<file path="config.mk">
export PLATFORM = sky130hd
export DESIGN_NAME = por_delay_reset
export DESIGN_NICKNAME = d
export VERILOG_FILES = /design/src/rtl/por_pkg.sv /design/src/rtl/por_sync2.sv /design/src/rtl/por_tick_gen.sv /design/src/rtl/por_hold_seq.sv /design/src/rtl/por_delay_reset.sv
export SDC_FILE = /design/constraint.sdc
export NUM_CORES = 1
export LEC_CHECK = 0
export ABC_AREA = 1
export CORE_MARGIN = 2
export CORE_UTILIZATION = 30
export DETAILED_ROUTE_END_ITERATION = 7
export PLACE_DENSITY = 0.42
export SYNTH_ARGS = -nofsm -noshare
export SYNTH_HDL_FRONTEND = slang
export SYNTH_SLANG_ARGS = --single-unit
</file>
<file path="constraint.sdc">
create_clock -name clk -period 4.8 [get_ports clk]
set_input_delay 0.48 -clock clk [delete_from_list [all_inputs] [get_ports clk]]
set_output_delay 0.48 -clock clk [all_outputs]
set_load 0.01 [all_outputs]
</file>
<file path="src/rtl/por_pkg.sv">
package por_pkg;
  typedef enum logic [1:0] {
    PH_IDLE   = 2'd0,
    PH_SETTLE = 2'd1,
    PH_TAIL   = 2'd2,
    PH_DONE   = 2'd3
  } por_phase_e;
endpackage

</file>
<file path="src/rtl/por_sync2.sv">
module por_sync2 #(
  parameter int STAGES = 2
) (
  input  logic clk,
  input  logic rst,
  input  logic d,
  output logic q
);
  logic [STAGES-1:0] sh;

  always_ff @(posedge clk) begin
    if (rst) sh <= '0;
    else     sh <= {sh[STAGES-2:0], d};
  end

  assign q = sh[STAGES-1];
endmodule

</file>
<file path="src/rtl/por_tick_gen.sv">
module por_tick_gen #(
  parameter int PRESCALE = 1000
) (
  input  logic clk,
  input  logic rst,
  input  logic clr,
  input  logic en,
  output logic tick
);
  generate
    if (PRESCALE <= 1) begin : g_direct
      assign tick = en;
    end else begin : g_count
      localparam int PRE_W = $clog2(PRESCALE);
      localparam logic [PRE_W-1:0] LAST = PRE_W'(PRESCALE - 1);
      logic [PRE_W-1:0] cnt;

      assign tick = en && (cnt == LAST);

      always_ff @(posedge clk) begin
        if (rst || clr)  cnt <= '0;
        else if (en)     cnt <= tick ? '0 : cnt + 1'b1;
      end
    end
  endgenerate
endmodule

</file>
<file path="src/rtl/por_hold_seq.sv">
module por_hold_seq
  import por_pkg::*;
#(
  parameter int DLY_W = 16,
  parameter int TAIL  = 24
) (
  input  logic             clk,
  input  logic             rst,
  input  logic             pg_s,
  input  logic [DLY_W-1:0] dly,
  input  logic             tick,
  output logic             settle_en,
  output logic             tail_done,
  output por_phase_e       phase
);
  localparam int TAIL_W = $clog2(TAIL + 1);
  localparam logic [TAIL_W-1:0] TAIL_END = TAIL_W'(TAIL);

  logic [DLY_W-1:0]  settle_cnt;
  logic [TAIL_W-1:0] tail_cnt;
  logic              settle_done;
  logic              clr;

  assign clr         = rst || !pg_s;
  assign settle_done = (settle_cnt == dly);
  assign tail_done   = (tail_cnt == TAIL_END);
  assign settle_en   = pg_s && !settle_done;

  always_ff @(posedge clk) begin
    if (clr)                    settle_cnt <= '0;
    else if (settle_en && tick) settle_cnt <= settle_cnt + 1'b1;
  end

  always_ff @(posedge clk) begin
    if (clr)                             tail_cnt <= '0;
    else if (settle_done && !tail_done)  tail_cnt <= tail_cnt + 1'b1;
  end

  always_comb begin
    if (!pg_s)             phase = PH_IDLE;
    else if (!settle_done) phase = PH_SETTLE;
    else if (!tail_done)   phase = PH_TAIL;
    else                   phase = PH_DONE;
  end
endmodule

</file>
<file path="src/rtl/por_delay_reset.sv">
module por_delay_reset
  import por_pkg::*;
#(
  parameter int DLY_W    = 16,
  parameter int PRESCALE = 1000,
  parameter int TAIL     = 24,
  parameter int SYNC_N   = 2
) (
  input  logic             clk,
  input  logic             rst,
  input  logic             pwr_good_i,
  input  logic [DLY_W-1:0] delay_ticks_i,
  input  logic             wdog_req_i,
  output logic             core_rst_o
);
  logic             pg_s;
  logic [DLY_W-1:0] dly_lat;
  logic             settle_en;
  logic             tick;
  logic             tail_done;
  por_phase_e       phase;
  logic             core_rst_q;

  por_sync2 #(.STAGES(SYNC_N)) u_sync (
    .clk (clk),
    .rst (rst),
    .d   (pwr_good_i),
    .q   (pg_s)
  );

  always_ff @(posedge clk) begin
    if (rst) dly_lat <= delay_ticks_i;
  end

  por_tick_gen #(.PRESCALE(PRESCALE)) u_tick (
    .clk  (clk),
    .rst  (rst),
    .clr  (!pg_s),
    .en   (settle_en),
    .tick (tick)
  );

  por_hold_seq #(.DLY_W(DLY_W), .TAIL(TAIL)) u_seq (
    .clk       (clk),
    .rst       (rst),
    .pg_s      (pg_s),
    .dly       (dly_lat),
    .tick      (tick),
    .settle_en (settle_en),
    .tail_done (tail_done),
    .phase     (phase)
  );

  always_ff @(posedge clk) begin
    core_rst_q <= rst || wdog_req_i || (phase != PH_DONE);
  end

  assign core_rst_o = core_rst_q;
endmodule

</file>
==> metrics.md <==
| Metric | Value |
|---|---|
| Status | `complete, no violations` |
| GRT overflow | `0` |
| Clock period minus worst slack | `2.205 ns` |
| Detailed-route wire length | `6695 um` |
| Setup Viol. Count Final | `0` |
| Longest Clk Path Bufs | `2` |
| Vias in the first global route | `around 2300` |
| Placed cells | `520` |
| Die width | `101.1 um` |
| Pin slew with the least headroom to its limit | `1.061 ns` |
| Most common cell after layout, fill and taps aside | `nand2_1` |
| Layout cells sized above 1 | `0.04556` |
| Mapped Nets | `424` |
| Fin. Hold Viols | `0` |
| N_diodes | `0` |
| CP endpoint kind | `flip-flop` |
| DP Wirelength | `about 4600 um` |
| Area growth, synth to finish | `12.09%` |
| Reg-to-Reg Start | `u_seq.settle_cnt[12]` |
| Hold slack | `0.4115 ns` |
| Overall routing resource usage | `0.1446` |
| Worst VDD drop | `113.4 uV` |
| Register bit count reported by yosys | `50` |
| H-tree Lvls | `2` |
| Type of origin of the critical path | `flip-flop` |
| # port buffers | `20` |
| Pin count of the biggest net entering global routing | `32` |
| Hold Crit Start | `u_sync.sh[0]` |
| WS Path Type | `flip-flop to flip-flop` |
| DIE AREA | `0.01021 mm^2` |
| Syn_area_per_cell | `~7.1 um^2` |
| Synth unique cells | `25` |
| Fmax | `roughly 450 MHz` |
| Worst min-delay path class | `flip-flop to flip-flop` |
| Antenna violations before repair | `0` |
| Die H | `a little over 100 um` |
| Cell taking the most area after synthesis | `dfxtp_1` |
| Hold Path Depth | `2` |
| Sequential element share of the synthesized area | `0.4108` |
| Num CTS Buffers | `5` |
| Rows | `35` |
| Postcts setup bufs | `0` |
| Post-CTS sizing | `0` |
| Drt initial violations | `93` |
| Synthesized cell area | `roughly 0.0028 mm^2` |
| Synth Instances | `400` |
| Final std cells w/o fill | `~530` |
| Worst Hold Path EP | `u_sync.sh[1]` |
| Register-to-register setup slack | `roughly 2.6 ns` |
| RD Place Congestion | `between 0.7 and 0.8` |
| Leakage | `around 1.1 nW` |
| Clock sinks | `50` |
| NumNets Final | `440` |
| Avg WL per Cell | `12.68 um` |
| Clk_skew | `0.005999 ns` |
| Final Max Slew Viols | `0` |
| PD cells | `~240 mW/mm^2` |
| First-pass GRT wire length | `about 12000 um` |
| Routed Antenna Nets | `0` |
| Top post-synthesis cells by area | `dfxtp_1, nand2_1, edfxtp_1` |
| Clk slew on worst S/H paths | `~0.090 ns` |
| Worst R2R Path Depth | `10` |
| Synth top area share | `0.2408` |
| Clock Latency Late Sink | `roughly 0.31 ns` |
| Clk Tree Root Cell | `clkbuf_8` |
| Relative slew margins | `0.2918` |
| IO Pins | `21` |
| Post-CTS Hold Buffers | `0` |
| Drt drc | `0` |
| Tcrit/Tclk final | `0.4595` |
| Pre-antenna DRT Iters | `4` |
| CTS tree | `built` |
| Most frequent cells in the layout | `nand2_1, inv_1, nor2_1, dfxtp_1, a21oi_1` |
| Crit path DAT | `roughly 2.4 ns` |
| CORE AREA | `between 0.009 and 0.01 mm^2` |
| Via count | `between 2000 and 2500` |
| Ys Warns | `0` |
| Via density | `~4.6` |
| Setup_tns | `0 ns` |
| Max-cap viol count | `0` |
| Starting Density | `0.3073` |
| R2r endpoint | `u_tick.g_count.cnt[1]` |
| CP max FO | `30` |
| CP required | `between 5 and 6 ns` |
| RSZ-0062 raised after global routing | `no` |
| Fillers | `about 1000` |
-- synth_stat cells (all sizes together) --
master and count:
nor4 2, nand2 138, nand3 19, xor2 11, xnor2 2, edfxtp 16, o21ai 5, ha 4
buf 8, nor2 38, nand4 29, nor3 3, inv 54, nand3b 1, a21oi 30, dfxtp 34
clkbuf 6
-- cells by family (layout without fill, tap and decap cells) --
logic type | Yosys count | count (layout) | share of synthesized area
flip-flops | 50 | 50 | 0.4108
XOR/XNOR | 13 | 13 | 0.04028
AO/OA/AOI/OAI | 35 | 35 | 0.06197
buffers and inverters | 68 | 85 | 0.1111
AND/OR/NAND/NOR | 230 | 230 | 0.3581
adder cells (fa/ha/maj) | 4 | 4 | 0.01771
-- layer usage --
layer,track usage,vias up,part of all wire
li1,-,1308,-
met1,0.2086,1115,0.53
met2,0.2216,22,0.43
met3,0.02705,6,0.022
met4,0.03742,0,0.013
met5,0,-,0
-- how the worst max path moves through the flow --
stage / startpoint / endpoint / slack (ns)
2_1_floorplan: u_tick.g_count.cnt[0] / u_seq.settle_cnt[0] / 3.10
3_3_place_gp: rst / core_rst_o / 2.33
6_report: u_seq.settle_cnt[12] / u_tick.g_count.cnt[1] / 2.59
3_5_place_dp: rst / core_rst_o / 2.32
5_1_grt: u_seq.settle_cnt[12] / u_tick.g_count.cnt[1] / 2.25
4_1_cts: u_seq.settle_cnt[12] / u_tick.g_count.cnt[3] / 2.52
-- power breakdown --
group | switching (mW) | internal [mW] | leakage (nW) | total [mW]
logic | 0.0222 | 0.0224 | 0.668 | 0.0446
registers | 0.00509 | 0.449 | 0.431 | 0.454
clock network | 0.145 | 0.117 | 0.0482 | 0.261
-- area by class of cell --
cell class              count  area (um^2)  area share
flip-flops and latches     50         1161      0.3665
inverters                  54        202.7     0.06398
repair buffers             23        222.7     0.07030
multi-input cells         282         1351      0.4265
well taps                 111        138.9     0.04384
clock inverters             1        5.005    0.001580
clock buffers               7        86.33     0.02725
-- metrics by stage --
step	setup WS, ns	area (um^2)	total power [mW]	utilization
2_1_floorplan	3.098	2826	0.4846	-
3_3_place_gp	2.330	3077	0.5086	0.3346
6_report	2.595	3168	0.7598	0.3445
5_1_grt	2.254	3168	0.7993	0.3445
4_1_cts	2.525	3168	0.7734	0.3445
3_5_place_dp	2.321	3077	0.5096	0.3346
-- critical path, stage by stage, from the launching register on --
cell,delay (ns)
dfxtp_1,0.44
inv_1,0.09
nand2_1,0.06
nand2_1,0.05
nor2_1,0.11
nand2_1,0.10
nor2_2,0.25
nand2_2,0.44
nand2_2,0.36
nand2_1,0.08
a21oi_1,0.14
-- state kept, by name (all words and copies together), names as in the netlist --
signal,count
u_seq.tail_cnt,5
u_seq.settle_cnt,16
dly_lat,16
u_sync.sh,2
u_tick.g_count.cnt,10
core_rst_o,1
Note: power is estimated with default switching activity, not from simulation.
